## config.mk

```make
export PLATFORM = sky130hd
export DESIGN_NAME = stpoll_seq
export DESIGN_NICKNAME = d
export VERILOG_FILES = /design/src/rtl/stpoll_pkg.sv /design/src/rtl/stpoll_cmd_gen.sv /design/src/rtl/stpoll_tries.sv /design/src/rtl/stpoll_seq.sv
export SDC_FILE = /design/constraint.sdc
export NUM_CORES = 1
export LEC_CHECK = 0
export CAP_MARGIN = 20
export CORE_ASPECT_RATIO = 1.1
export CORE_UTILIZATION = 45
export CTS_BUF_LIST = sky130_fd_sc_hd__clkbuf_4
export CTS_CLUSTER_DIAMETER = 80
export CTS_CLUSTER_SIZE = 20
export DETAILED_ROUTE_END_ITERATION = 6
export DONT_BUFFER_PORTS = 1
export PLACE_DENSITY = 0.58
export SETUP_SLACK_MARGIN = 0.02
export SLEW_MARGIN = 15
export SYNTH_ARGS = -nofsm -noshare
export SYNTH_HDL_FRONTEND = slang
export SYNTH_SLANG_ARGS = --single-unit
```

## constraint.sdc

```tcl
create_clock -name clk -period 1.8 [get_ports clk]
set_clock_uncertainty 0.2 [all_clocks]
set_input_delay 0 -clock clk [delete_from_list [all_inputs] [get_ports clk]]
set_output_delay 0 -clock clk [all_outputs]
set_load 0.01 [all_outputs]
```

## src/rtl/stpoll_pkg.sv

```systemverilog
package stpoll_pkg;
    typedef enum logic [1:0] {
        ST_IDLE,
        ST_SEND,
        ST_RECV,
        ST_DONE
    } stpoll_state_e;

    typedef enum logic {
        OP_CSR,
        OP_CTRL
    } stpoll_op_e;

    localparam int unsigned IDX_W = 3;
endpackage

```

## src/rtl/stpoll_cmd_gen.sv

```systemverilog
module stpoll_cmd_gen
    import stpoll_pkg::*;
#(
    parameter logic [7:0]  LDCS_OP    = 8'h80,
    parameter logic [7:0]  STATUS_IDX = 8'h00,
    parameter logic [7:0]  LDS_OP     = 8'h03,
    parameter logic [31:0] DATA_BASE  = 32'h0100_0000,
    parameter logic [31:0] CTRL_BASE  = 32'h0000_01C0,
    parameter logic [31:0] CTRL_OFS   = 32'h0000_000F
) (
    input  stpoll_op_e       op_i,
    input  logic [IDX_W-1:0] idx_i,
    output logic [7:0]       byte_o,
    output logic [IDX_W-1:0] last_idx_o
);
    localparam logic [1:0]  SIZE_ONE  = 2'd0;
    localparam logic [7:0]  CSR_CMD   = LDCS_OP | STATUS_IDX;
    localparam logic [7:0]  LDS_CMD   = (LDS_OP & 8'hF3) | {4'b0, SIZE_ONE, 2'b00};
    localparam logic [31:0] POLL_ADDR = DATA_BASE | CTRL_BASE | CTRL_OFS;
    localparam int unsigned ADDR_BYTES = 4;

    logic [7:0] addr_bytes [ADDR_BYTES];

    // Address bytes in send order: entry 0 carries the most significant byte
    for (genvar g = 0; g < ADDR_BYTES; g++) begin : g_addr
        assign addr_bytes[g] = POLL_ADDR[8*(ADDR_BYTES-1-g) +: 8];
    end

    always_comb begin
        if (op_i == OP_CSR) begin
            byte_o     = CSR_CMD;
            last_idx_o = '0;
        end else begin
            last_idx_o = IDX_W'(ADDR_BYTES);
            if (idx_i == '0 || idx_i > IDX_W'(ADDR_BYTES)) byte_o = LDS_CMD;
            else                                           byte_o = addr_bytes[idx_i - 1'b1];
        end
    end
endmodule

```

## src/rtl/stpoll_tries.sv

```systemverilog
module stpoll_tries #(
    parameter int unsigned CNT_W = 8
) (
    input  logic             clk,
    input  logic             rst_n,
    input  logic             clr_i,
    input  logic             bump_i,
    input  logic [CNT_W-1:0] limit_i,
    output logic             last_o
);
    logic [CNT_W-1:0] cnt_q;

    always_ff @(posedge clk or negedge rst_n) begin
        if (!rst_n)      cnt_q <= '0;
        else if (clr_i)  cnt_q <= '0;
        else if (bump_i) cnt_q <= cnt_q + 1'b1;
    end

    // A zero limit means unbounded
    assign last_o = (limit_i != '0) && (cnt_q == limit_i - 1'b1);
endmodule

```

## src/rtl/stpoll_seq.sv

```systemverilog
module stpoll_seq
    import stpoll_pkg::*;
#(
    parameter logic [7:0]  LDCS_OP    = 8'h80,
    parameter logic [7:0]  STATUS_IDX = 8'h00,
    parameter logic [7:0]  LDS_OP     = 8'h03,
    parameter logic [31:0] DATA_BASE  = 32'h0100_0000,
    parameter logic [31:0] CTRL_BASE  = 32'h0000_01C0,
    parameter logic [31:0] CTRL_OFS   = 32'h0000_000F,
    parameter int unsigned NVM_EN_BIT = 1,
    parameter int unsigned CSR_TRIES  = 255,
    parameter int unsigned CTRL_TRIES = 0
) (
    input  logic       clk,
    input  logic       rst_n,
    input  logic       start_csr_i,
    input  logic       start_ctrl_i,
    output logic [7:0] tx_byte_o,
    output logic       tx_valid_o,
    input  logic       tx_ready_i,
    output logic       rx_en_o,
    input  logic [7:0] rx_byte_i,
    input  logic       rx_valid_i,
    output logic       busy_o,
    output logic       done_o,
    output logic       ok_o
);
    localparam int unsigned MAX_TRIES = (CSR_TRIES > CTRL_TRIES) ? CSR_TRIES : CTRL_TRIES;
    localparam int unsigned CNT_W     = $clog2(MAX_TRIES + 1) + 1;
    localparam int unsigned EN_BIT    = NVM_EN_BIT % 8;

    stpoll_state_e    state_q, state_d;
    stpoll_op_e       op_q;
    logic [IDX_W-1:0] idx_q;
    logic             ok_q;
    logic [IDX_W-1:0] last_idx;
    logic             last_try;
    logic             cond_met;
    logic [CNT_W-1:0] limit;
    logic             start_any;
    logic             byte_take;
    logic             reply_in;

    stpoll_cmd_gen #(
        .LDCS_OP   (LDCS_OP),
        .STATUS_IDX(STATUS_IDX),
        .LDS_OP    (LDS_OP),
        .DATA_BASE (DATA_BASE),
        .CTRL_BASE (CTRL_BASE),
        .CTRL_OFS  (CTRL_OFS)
    ) u_cmd (
        .op_i      (op_q),
        .idx_i     (idx_q),
        .byte_o    (tx_byte_o),
        .last_idx_o(last_idx)
    );

    assign limit = (op_q == OP_CSR) ? CNT_W'(CSR_TRIES) : CNT_W'(CTRL_TRIES);

    assign start_any = (state_q == ST_IDLE) && (start_csr_i || start_ctrl_i);
    assign byte_take = (state_q == ST_SEND) && tx_ready_i;
    assign reply_in  = (state_q == ST_RECV) && rx_valid_i;
    assign cond_met  = (op_q == OP_CSR) ? rx_byte_i[EN_BIT] : !rx_byte_i[7];

    stpoll_tries #(.CNT_W(CNT_W)) u_tries (
        .clk    (clk),
        .rst_n  (rst_n),
        .clr_i  (start_any),
        .bump_i (reply_in && !cond_met),
        .limit_i(limit),
        .last_o (last_try)
    );

    always_comb begin
        state_d = state_q;
        unique case (state_q)
            ST_IDLE: if (start_csr_i || start_ctrl_i) state_d = ST_SEND;
            ST_SEND: if (tx_ready_i && idx_q == last_idx) state_d = ST_RECV;
            ST_RECV: if (rx_valid_i) state_d = (cond_met || last_try) ? ST_DONE : ST_SEND;
            ST_DONE: state_d = ST_IDLE;
            default: state_d = ST_IDLE;
        endcase
    end

    always_ff @(posedge clk or negedge rst_n) begin
        if (!rst_n) state_q <= ST_IDLE;
        else        state_q <= state_d;
    end

    always_ff @(posedge clk or negedge rst_n) begin
        if (!rst_n) begin
            op_q  <= OP_CSR;
            idx_q <= '0;
            ok_q  <= 1'b0;
        end else begin
            if (start_any) begin
                op_q  <= start_csr_i ? OP_CSR : OP_CTRL;
                idx_q <= '0;
            end
            if (byte_take) idx_q <= (idx_q == last_idx) ? '0 : idx_q + 1'b1;
            if (reply_in && (cond_met || last_try)) ok_q <= cond_met;
        end
    end

    always_comb begin
        tx_valid_o = 1'b0;
        rx_en_o    = 1'b0;
        done_o     = 1'b0;
        busy_o     = 1'b1;
        unique case (state_q)
            ST_IDLE: busy_o     = 1'b0;
            ST_SEND: tx_valid_o = 1'b1;
            ST_RECV: rx_en_o    = 1'b1;
            ST_DONE: done_o     = 1'b1;
            default: busy_o     = 1'b0;
        endcase
    end

    assign ok_o = ok_q;
endmodule

```

==> flow_metrics.tcl <==
set metrics [dict create \
    num_vias 879 \
    crit_path_start "op_q$_DFFE_PN0P_" \
    synth-warning-count 0 \
    first_global_vias 809 \
    rr_startpoint "op_q$_DFFE_PN0P_" \
    cts-root-buf "clkbuf_4" \
    wire_per_inst_um 14.2 \
    maxSlewHeadroom_pct 46.5 \
    io_buffers 0 \
    fin_crit_ns 1.83 \
    synthesis.area_um2 997 \
    dr.pass1.iters 4 \
    cts_tree "done" \
    clkPwrFrac_pct 12.7 \
    cap_violations 0 \
    diodes 0 \
    drt-vias-per-instance 5.60 \
    hold_violations 20 \
    cts_buffer_depth 2 \
    final_cell_mix "16 x dfrtp_1, 16 x buf_4, 9 x nand2_1" \
    hold_buffers 6 \
    seq_area_frac_synth_pct 40.2 \
    holdWs_ns -0.0236 \
    gp_congestion 0.781 \
    place_hpwl_mm 1.57 \
    path_class "reg -> reg" \
    ys_ff_latch 16 \
    area_growth_pct 27.6 \
    initial_core_util_pct 48.8 \
    remaining_drc_errors 0 \
    grt_max_degree 17 \
    finalCritPeriodShare_pct 102 \
    crit_arrival_ns 1.86 \
    rr_worst_depth 4 \
    p_seq_share_pct 30.2 \
    worst_slew_pin_slew_ns 0.794 \
    ioPinCount 27 \
    end_kind "flop" \
    switchingPower_mw 0.643 \
    yosysUniqueCellTypes 35 \
    fillerInstances 199 \
    numCtsBuffers 3 \
    p_leak_nw 0.576 \
    postRouteAntennaNets 0 \
    holdCritPathClass "in -> reg" \
    syn-instance-count 109 \
    grt_pass1_wl_mm 3.42 \
    synth-edff-count 0 \
    power.internal_mw 0.928 \
    violations "hold timing, setup timing" \
    syn_area_per_cell_um2 9.15 \
    cp_max_fo 4 \
    rows 17 \
    switching_share_pct 40.9 \
    placed_area_um2 1090 \
    finalSetupViolations 1 \
    wirelength_mm 2.23 \
    setup_ws_ns -0.0308 \
    gr-usage-all-layers_pct 20.4 \
    power_density_nw_per_um2 1230 \
    htreeDepth 1 \
    multiInputGateArea_um2 597 \
    cts_sinks 16 \
    overflow 0 \
    nets 149 \
    final_area_um2 1270 \
    finalMaxSlewViolations 0 \
    die_h_um 51.4 \
    setup.worst_path.start_class "flop" \
    outcome "finished, violations left" \
    drive_gt1_share_pct 26.4 \
    die_x_um 46.9 \
    antenna_found_initial 0 \
    comb_power_share_pct 57.2 \
    drt_iter0_drc 11 \
    whs_path_depth 4 \
    peakVddDrop_uv 886 \
    clk_pin_slew_worst_paths_ns 0.09 \
    area.sequential_um2 400 \
    min_from "rx_byte_i[1]" \
    place_ws_ns -0.108 \
    synth_ff_type "dfrtp_1" \
    critPathRequiredTime_ns 1.83 \
    die_area_um2 2410 \
    synth-async-reset-ratio_pct 100 \
    coreArea_um2 2040 \
    fmax_mhz 546 \
    power_mw 1.57 \
    grt_setup_unrepaired "yes" \
    clock_latency_ns 0.29 \
]
## sequential cells by signal, indices dropped and copies added (netlist names)
signal         count
op_q               1
idx_q              3
state_q            2
u_tries.cnt_q      9
ok_o               1
## synthesized netlist by cell type (2+ instances only)
master,instances,share of area (%)
dfrtp_1,16,40
nand2_1,9,3.4
nand3_1,7,3.5
a21oi_1,6,3.0
inv_1,6,2.3
o21ai_0,6,3.0
ha_1,5,6.3
nor2_1,5,1.9
o31ai_1,5,3.8
buf_4,4,3.0
o211ai_1,4,3.0
clkbuf_1,3,1.1
nor3_1,3,1.5
a21boi_0,2,1.5
a32o_1,2,2.0
and3_1,2,1.3
nand4_1,2,1.3
nor2b_1,2,1.3
or3_1,2,1.3
or4_1,2,1.5
xnor2_1,2,1.8
## routing by layer
layer | routed length [µm] | part of all wire [%] | vias up | global-route usage [%]
met1 | 913 | 41 | 419 | 23.4
met3 | 76 | 3.4 | 5 | 3.53
met5 | 0 | 0 | - | 0
met2 | 1200 | 54 | 23 | 35.2
li1 | - | - | 432 | -
met4 | 39 | 1.8 | 0 | 10.0
## path summary, 6_finish.rpt
kind                                                 to  slack [ns]
hold reg to reg            u_tries.cnt_q[6]$_DFFE_PN0P_        0.32
setup / recovery           u_tries.cnt_q[8]$_DFFE_PN0P_       -0.03
max in group asynchronous          idx_q[0]$_DFFE_PN0P_        0.96
setup reg to reg           u_tries.cnt_q[8]$_DFFE_PN0P_       -0.03
hold / removal                   state_q[1]$_DFFE_PN0P_       -0.02
min in group asynchronous  u_tries.cnt_q[4]$_DFFE_PN0P_       -0.01
## power by group through the flow
stage                     combinational (mW)  sequential, mW  clock [mW]
final                                  0.898           0.474       0.199
after global routing                   0.994           0.479       0.219
after CTS                              0.828           0.470       0.206
after global placement                 0.746           0.476           0
after floorplan                        0.525           0.488           0
after detailed placement               0.756           0.482           0
## critical path, stage by stage (launching register included)
cell and delay [ns]:
dfrtp_1 0.37, and2b_1 0.21, or4b_4 0.54, or3_4 0.34, a21oi_2 0.11
## cell families after synthesis
kind of cell	synth area share, %
and+or+nand+nor	23.2
xor gates and xnor gates	2.64
muxes	1.00
AOI/OAI and AO/OA	18.8
buffers and inverters	7.53
DFF	40.2
other	0.376
adders and majority gates	6.27
## layout make-up
class                      count  area share (%)
clock inverter                 1           0.295
sequential                    16            31.5
inverter                       6            1.77
clock buffer                   3            1.77
multi-input combinational     80            46.9
tap                           28            2.75
timing repair buffer          23            15.0
## stage by stage
stage	util (%)	hold slack [ns]	TNS (ns)	std cells
floorplan	-	-0.496	-0.0364	110
global placement	53.3	-0.495	-0.0703	144
detailed placement	53.3	-0.495	-0.253	144
CTS	59.4	-0.0242	-0.0333	157
global route	62.3	-0.0151	-0.147	157
finish	62.3	-0.0236	-0.0308	157
## timing repair
action | CTS | global route
pin swaps | 2 | 3
buffers inserted | 3 | 0
setup endpoints to repair | 11 | 12
gates resized for setup | 4 | 15
endpoints found under the hold margin | 32 | 2
No activity file was read; power rests on OpenSTA's default activity.
